`src/rtl/txfcs_pkg.sv`:
```
package txfcs_pkg;
  localparam int CRC_W  = 32;
  localparam int BYTE_W = 8;
  localparam logic [CRC_W-1:0] CRC_POLY_REFL = 32'hEDB88320;
  localparam logic [CRC_W-1:0] CRC_PRESET    = 32'hFFFFFFFF;
  localparam logic [CRC_W-1:0] CRC_RESIDUE   = 32'hDEBB20E3;

  // One byte of reflected CRC-32, LSB of the byte first.
  function automatic logic [CRC_W-1:0] crc_step(input logic [CRC_W-1:0] c_in,
                                                input logic [BYTE_W-1:0] b);
    logic [CRC_W-1:0] c;
    c = c_in;
    for (int i = 0; i < BYTE_W; i++) begin
      if (c[0] ^ b[i]) c = (c >> 1) ^ CRC_POLY_REFL;
      else             c = c >> 1;
    end
    return c;
  endfunction
endpackage

```
`src/rtl/txfcs_frame_ctl.sv`:
```
module txfcs_frame_ctl (
  input  logic clk,
  input  logic rst_n,
  input  logic s_valid,
  input  logic s_start,
  input  logic s_last,
  input  logic s_abort,
  input  logic req_no_fcs,
  output logic byte_take,
  output logic byte_first,
  output logic frame_end,
  output logic audit_mode
);
  logic in_frame_q;
  logic mode_q;

  assign byte_take  = s_valid && !s_abort && (s_start || in_frame_q);
  assign byte_first = byte_take && s_start;
  assign frame_end  = byte_take && s_last;
  assign audit_mode = byte_first ? req_no_fcs : mode_q;

  always_ff @(posedge clk) begin
    if (!rst_n) begin
      in_frame_q <= 1'b0;
      mode_q     <= 1'b0;
    end else begin
      if (s_valid && s_abort)  in_frame_q <= 1'b0;
      else if (frame_end)      in_frame_q <= 1'b0;
      else if (byte_first)     in_frame_q <= 1'b1;
      if (byte_first) mode_q <= req_no_fcs;
    end
  end

  AST_ABORT_CLOSES: assert property (@(posedge clk) disable iff (!rst_n)
    (s_valid && s_abort) |=> !in_frame_q) else $error("abort left frame open");
  AST_MODE_HELD: assert property (@(posedge clk) disable iff (!rst_n)
    (!byte_first) |=> (mode_q == $past(mode_q))) else $error("mode changed mid-frame");
endmodule

```
`src/rtl/txfcs_crc_acc.sv`:
```
module txfcs_crc_acc
  import txfcs_pkg::*;
(
  input  logic              clk,
  input  logic              rst_n,
  input  logic              byte_en,
  input  logic              byte_first,
  input  logic [BYTE_W-1:0] data,
  output logic              bad_residue
);
  logic [CRC_W-1:0] crc_q;
  logic [CRC_W-1:0] crc_base;
  logic [CRC_W-1:0] crc_next;

  assign crc_base    = byte_first ? CRC_PRESET : crc_q;
  assign crc_next    = crc_step(crc_base, data);
  assign bad_residue = (crc_next != CRC_RESIDUE);

  always_ff @(posedge clk) begin
    if (!rst_n)       crc_q <= CRC_PRESET;
    else if (byte_en) crc_q <= crc_next;
  end

  AST_IDLE_HOLD: assert property (@(posedge clk) disable iff (!rst_n)
    (!byte_en) |=> $stable(crc_q)) else $error("crc moved on idle cycle");
  AST_CRC_REINIT: assert property (@(posedge clk) disable iff (!rst_n)
    (byte_en && byte_first) |=> (crc_q == crc_step(CRC_PRESET, $past(data))))
    else $error("crc not restarted");
endmodule

```
`src/rtl/txfcs_flag.sv`:
```
module txfcs_flag (
  input  logic clk,
  input  logic rst_n,
  input  logic set_evt,
  input  logic clr,
  output logic flag
);
  always_ff @(posedge clk) begin
    if (!rst_n)       flag <= 1'b0;
    else if (set_evt) flag <= 1'b1;
    else if (clr)     flag <= 1'b0;
  end

  AST_SET_WINS: assert property (@(posedge clk) disable iff (!rst_n)
    set_evt |=> flag) else $error("set lost");
  AST_STICKY: assert property (@(posedge clk) disable iff (!rst_n)
    (flag && !clr) |=> flag) else $error("flag dropped");
  AST_CLEARS: assert property (@(posedge clk) disable iff (!rst_n)
    (clr && !set_evt) |=> !flag) else $error("clear ignored");
endmodule

```
`src/rtl/txfcs_audit.sv`:
```
module txfcs_audit
  import txfcs_pkg::*;
(
  input  logic              clk,
  input  logic              rst_n,
  input  logic              s_valid,
  input  logic [BYTE_W-1:0] s_data,
  input  logic              s_start,
  input  logic              s_last,
  input  logic              s_abort,
  input  logic              req_no_fcs,
  input  logic              req_impl_class,
  input  logic              flag_clr,
  output logic              bad_fcs_sent
);
  logic byte_take, byte_first, frame_end, audit_mode;
  logic bad_residue, set_evt;
  logic unused_class;

  // Implementor-class frames are audited like any other frame.
  assign unused_class = req_impl_class;

  txfcs_frame_ctl u_ctl (
    .clk(clk), .rst_n(rst_n), .s_valid(s_valid), .s_start(s_start),
    .s_last(s_last), .s_abort(s_abort), .req_no_fcs(req_no_fcs),
    .byte_take(byte_take), .byte_first(byte_first),
    .frame_end(frame_end), .audit_mode(audit_mode));

  txfcs_crc_acc u_crc (
    .clk(clk), .rst_n(rst_n), .byte_en(byte_take), .byte_first(byte_first),
    .data(s_data), .bad_residue(bad_residue));

  assign set_evt = frame_end && audit_mode && bad_residue;

  txfcs_flag u_flag (
    .clk(clk), .rst_n(rst_n), .set_evt(set_evt), .clr(flag_clr),
    .flag(bad_fcs_sent));

  AST_RISE_AT_END: assert property (@(posedge clk) disable iff (!rst_n)
    $rose(bad_fcs_sent) |-> $past(s_valid && s_last && !s_abort))
    else $error("flag rose without a frame end");
  AST_ABORT_QUIET: assert property (@(posedge clk) disable iff (!rst_n)
    (s_valid && s_abort) |=> (bad_fcs_sent == ($past(bad_fcs_sent) && !$past(flag_clr))))
    else $error("aborted frame touched flag");
  AST_APPEND_QUIET: assert property (@(posedge clk) disable iff (!rst_n)
    (byte_first && !req_no_fcs && s_last) |=> (bad_fcs_sent == ($past(bad_fcs_sent) && !$past(flag_clr))))
    else $error("append-mode frame touched flag");
endmodule

```
`config.mk`:
```
export PLATFORM = sky130hd
export DESIGN_NAME = txfcs_audit
export DESIGN_NICKNAME = d
export VERILOG_FILES = /design/src/rtl/txfcs_pkg.sv /design/src/rtl/txfcs_frame_ctl.sv /design/src/rtl/txfcs_crc_acc.sv /design/src/rtl/txfcs_flag.sv /design/src/rtl/txfcs_audit.sv
export SDC_FILE = /design/constraint.sdc
export NUM_CORES = 1
export LEC_CHECK = 0
export CORE_MARGIN = 2
export CORE_UTILIZATION = 55
export DETAILED_ROUTE_END_ITERATION = 10
export GPL_ROUTABILITY_DRIVEN = 0
export PLACE_DENSITY = 0.86
export SKIP_LAST_GASP = 1
export SLEW_MARGIN = 20
export SYNTH_ARGS = -nofsm -noshare
export SYNTH_HDL_FRONTEND = slang
export SYNTH_HIERARCHICAL = 1
export SYNTH_SLANG_ARGS = --single-unit
export TNS_END_PERCENT = 5
```
`constraint.sdc`:
```
create_clock -name clk -period 2.7 [get_ports clk]
set_input_delay 0.27 -clock clk [delete_from_list [all_inputs] [get_ports clk]]
set_output_delay 0.27 -clock clk [all_outputs]
set_load 0.02 [all_outputs]
```
==> run summary <==
The flow ran to the end, but the final reports show violations. The checks that failed: negative setup slack. The placed standard-cell area is approximately 3800 um^2. The number of flops mapped to enable cells by yosys came out at 0. The global routing met3 resource utilization is roughly 5.8%.

The count of antenna diodes in the layout is 0. The final count of negative-setup-slack endpoints came out at 1. The first-pass GRT wire length is between 15 and 20 mm. The number of fillers in the final layout came out at 311. The highest fanout seen on the critical path came out at 7. The startpoint-to-endpoint class of the critical path is in -> reg.

The buffer cell driving the clock tree root is sky130_fd_sc_hd__clkbuf_8. The total overflow reported by the global router is 0. The die extent in x came out at between 70 and 80 um. The total nets after synthesis came out at a little under 400. The count of pins on the block boundary came out at 18. The post-synthesis cell area is roughly 3100 um^2. The combined flip-flop and latch cell area is about 710 um^2.

The synthesis-to-layout area growth is 40.6%. The footprint of the multi-input gates is around 2500 um^2. The count of routing violations after the opening detailed-route iteration came out at around 420. The core region is 5470 um^2. The met1 routing resource usage after global routing is a little over two fifths. After synthesis, the largest area contributor takes up between 20 and 25% of total cell area. The count of yosys warnings during synthesis is 6. The wire length reported by the detailed router came out at between 10 and 15 mm. The total of buffers placed on input and output ports is 16.

The highest achievable clock rate came out at roughly 350 MHz. The async set-reset flop share out of synthesis is 0%. The setup clock skew after layout came out at a little over 0.007 ns. Global routing used a little over a third of the available tracks across all layers.

Global routing consumed, on the met2 layer, about three fifths of the routing resources. Registers are responsible for a little under a quarter of the overall power. Headroom to the max-slew limit came out at roughly two thirds. The internal power of the cells totals ~1.6 mW. The post-CTS clock slew at the launch and capture registers of the worst setup and hold paths is approximately 0.070 ns. The minimum setup slack in the final design came out at -0.152 ns. The total negative slack is -0.152 ns. For this run, the leading register cell type out of synthesis is sky130_fd_sc_hd__dfxtp_1. The number of violations of the max-capacitance limit is 0.

The worst setup path is launched from an input pin. In the final routed layout, each cell accounts on average for approximately 24 um. After routing the design area is around 4400 um^2. VDD sags by at most ~350 uV. The number of slew-limit violations in the final report came out at 0.

The source-to-sink clock delay at the later pin of the worst-skew pair came out at slightly above 0.3 ns. The slew at the pin closest to its max-slew limit is around 0.5 ns. The worst path uses 106% of the clock period.

The effective utilization at floorplan came out at 56.8%. The count of antenna-violating nets left after detailed routing came out at 0. Per report_power, the combinational group accounts for around 62% of the total. The number of rows in the core area came out at 27. By area the synthesized netlist is led by sky130_fd_sc_hd__dfxtp_1 (23%), sky130_fd_sc_hd__xnor2_1 (19%), sky130_fd_sc_hd__nor2_1 (6.2%). Synthesis inferred 35 register bits. The number of cells produced by synthesis came out at 370.

The maximum buffer depth of the clock tree came out at 2. For this design, the sink count on the clock tree is 35. The number of antenna violations at the first check in global routing was 0. The static power due to leakage came out at around 1.9 nW. Entering global routing, the biggest net connects 29 pins.

Subtracting the final worst setup slack from the clock period gives ~2.9 ns. The number of remaining DRC errors came out at 0. The count of endpoints failing hold in the final timing report is 0. The number of detailed-route iterations in the first pass is 7. The clock network accounts for 15.3% of the total power.

For this design the total switching power over the nets is approximately 1.1 mW. The path class of the tightest hold or removal check is in -> reg. The post-synthesis cell type with the largest combined area is sky130_fd_sc_hd__dfxtp_1. The number of global-route vias before repair is around 3.1k. The height of the die is just under 80 um. The floorplan step defined a die boundary enclosing 6270 um^2. The fraction of power spent switching nets is 40.5%.

Cells with a size suffix above 1 make up 36.7% of the layout. The detail-routed via count per cell came out at between 6 and 7. In the final design database the tool counted roughly 480 nets. The CTS tree is built.

The level count of the clock H-tree came out at 2. The via count is ~3.5k. Power spread over the standard cell area amounts to between 600 and 700 nW/um^2. Of the synthesized area, sequential elements account for between 20% and 30%. The worst setup path is captured at a register. The peak-usage layer in the global routing report is met2. Data arrives at the worst endpoint at approximately 3.1 ns. The number of distinct library cells after synthesis came out at 52.

The data required time at the worst endpoint came out at 2.91 ns. A synthesized cell averages 8.41 um^2. The half-perimeter wire length after placement is about 6.6 mm. Counting the buffers created by CTS gives 5.
-- worst paths after layout --
path | from | to | slack (ns) | cells past startpoint
setup / recovery | s_valid | u_flag/flag$_SDFFE_PN0P_ | -0.15 | 13
hold / removal | s_abort | u_ctl/in_frame_q$_SDFFE_PP0P_ | 0.50 | 3
setup reg to reg | u_crc/crc_q[0]$_SDFFE_PN1P_ | u_flag/flag$_SDFFE_PN0P_ | -0.12 | 10
hold reg to reg | u_ctl/mode_q$_SDFF_PN0_ | u_ctl/mode_q$_SDFF_PN0_ | 0.50 | 2
-- power groups by stage --
| stage | Sequential [mW] | Combinational [mW] | Clock, mW |
|---|---|---|---|
| after floorplan | 0.590 | 0.823 | 0 |
| after global placement | 0.605 | 1.22 | 0 |
| after detailed placement | 0.608 | 1.26 | 0 |
| after CTS | 0.597 | 1.38 | 0.396 |
| after global routing | 0.608 | 1.70 | 0.428 |
| final | 0.607 | 1.65 | 0.409 |
-- sequential cells by signal (all words and copies together) (netlist names) --
name              cells
u_flag/flag           1
u_ctl/in_frame_q      1
u_crc/crc_q          32
u_ctl/mode_q          1
-- area by class of cell --
cell class                      count  share of cell area [%]
Clock buffer                        6                    1.89
Clock inverter                      1                   0.114
Inverter                            4                   0.429
Multi-Input combinational cell    305                    58.2
Sequential cell                    35                    16.2
Tap cell                           72                    2.06
Timing Repair Buffer              111                    21.0
Timing Repair inverter              1                   0.114
-- synthesized netlist by cell type, types with 2 or more instances --
cell and count:
sky130_fd_sc_hd__xnor2_1 68, sky130_fd_sc_hd__nor2_1 51, sky130_fd_sc_hd__dfxtp_1 35, sky130_fd_sc_hd__nand2_1 34, sky130_fd_sc_hd__o21ai_0 30, sky130_fd_sc_hd__xor2_1 17, sky130_fd_sc_hd__mux2i_1 13, sky130_fd_sc_hd__a21oi_1 8
sky130_fd_sc_hd__buf_2 8, sky130_fd_sc_hd__buf_4 7, sky130_fd_sc_hd__clkbuf_1 7, sky130_fd_sc_hd__or3_1 7, sky130_fd_sc_hd__nor2b_1 6, sky130_fd_sc_hd__xnor3_1 6, sky130_fd_sc_hd__nand3_1 5, sky130_fd_sc_hd__nor3_1 5
sky130_fd_sc_hd__and2_1 4, sky130_fd_sc_hd__inv_1 4, sky130_fd_sc_hd__o21a_1 4, sky130_fd_sc_hd__and3_1 3, sky130_fd_sc_hd__buf_1 3, sky130_fd_sc_hd__nand2b_1 3, sky130_fd_sc_hd__nor2_2 3, sky130_fd_sc_hd__o211ai_1 3
sky130_fd_sc_hd__xnor2_4 3, sky130_fd_sc_hd__a211o_1 2, sky130_fd_sc_hd__and3b_1 2, sky130_fd_sc_hd__nand4_1 2, sky130_fd_sc_hd__xnor2_2 2, sky130_fd_sc_hd__xnor3_2 2, sky130_fd_sc_hd__xor2_2 2
-- stage by stage --
step / instances / utilization [%] / hold WS (ns) / worst slack, ns / power [mW]
5_1_grt: 535 / 79.9 / 0.469 / -0.237 / 2.74
4_1_cts: 523 / 75.1 / 0.490 / 0.00839 / 2.38
6_report: 535 / 79.9 / 0.495 / -0.152 / 2.67
3_5_place_dp: 506 / 69.2 / 0.479 / -0.569 / 1.87
3_3_place_gp: 506 / 69.2 / 0.454 / -0.491 / 1.83
2_1_floorplan: 370 / - / 0.387 / 0.00558 / 1.41
-- per-layer routing --
layer / wire [um] / share of wire [%]
met1: 4480 / 35
met2: 5670 / 44
met3: 1480 / 12
met4: 1180 / 9.2
met5: 0 / 0
-- cell families after synthesis --
family	Yosys count	share of synthesized area, %
XOR/XNOR	101	35.4
adder cells (fa/ha/maj)	1	0.402
buffers and inverters	30	5.03
multiplexers	16	5.75
flip-flops	35	22.5
AO/OA/AOI/OAI	55	10.7
AND/OR/NAND/NOR	132	20.2
-- worst max-delay path, stage by stage --
cell	delay [ns]
sky130_fd_sc_hd__dlygate4sd2_1	0.24
sky130_fd_sc_hd__and3b_2	0.30
sky130_fd_sc_hd__buf_6	0.18
sky130_fd_sc_hd__buf_8	0.15
sky130_fd_sc_hd__clkinvlp_4	0.16
sky130_fd_sc_hd__nand2_1	0.11
sky130_fd_sc_hd__xnor2_1	0.13
sky130_fd_sc_hd__xnor2_1	0.41
sky130_fd_sc_hd__mux2i_1	0.20
sky130_fd_sc_hd__nor4_4	0.35
sky130_fd_sc_hd__nand4_1	0.16
sky130_fd_sc_hd__and3_4	0.21
sky130_fd_sc_hd__o21a_1	0.18
-- cells in the final DEF, fill, tap and decap left out, types with 6 or more instances in the layout --
cell type	synthesis	final
sky130_fd_sc_hd__a21oi_1	8	7
sky130_fd_sc_hd__buf_4	7	85
sky130_fd_sc_hd__buf_6	1	7
sky130_fd_sc_hd__clkbuf_8	0	6
sky130_fd_sc_hd__clkdlybuf4s50_1	0	8
sky130_fd_sc_hd__dfxtp_1	35	31
sky130_fd_sc_hd__mux2i_1	13	12
sky130_fd_sc_hd__nand2_1	34	34
sky130_fd_sc_hd__nor2_1	51	42
sky130_fd_sc_hd__nor2_2	3	9
sky130_fd_sc_hd__o21ai_0	30	30
sky130_fd_sc_hd__or3_1	7	6
sky130_fd_sc_hd__xnor2_1	68	54
sky130_fd_sc_hd__xnor2_2	2	14
sky130_fd_sc_hd__xnor3_1	6	6
sky130_fd_sc_hd__xor2_1	17	15
-- repair_timing --
item,4_1_cts,5_1_grt
hold buffers,0,0
pin swaps,12,23
endpoints found under the hold margin,0,0
gates resized for setup,33,40
gates cloned,0,2
buffers inserted,10,10
setup endpoints to repair,1,1
(Power assumes the default switching activity.)
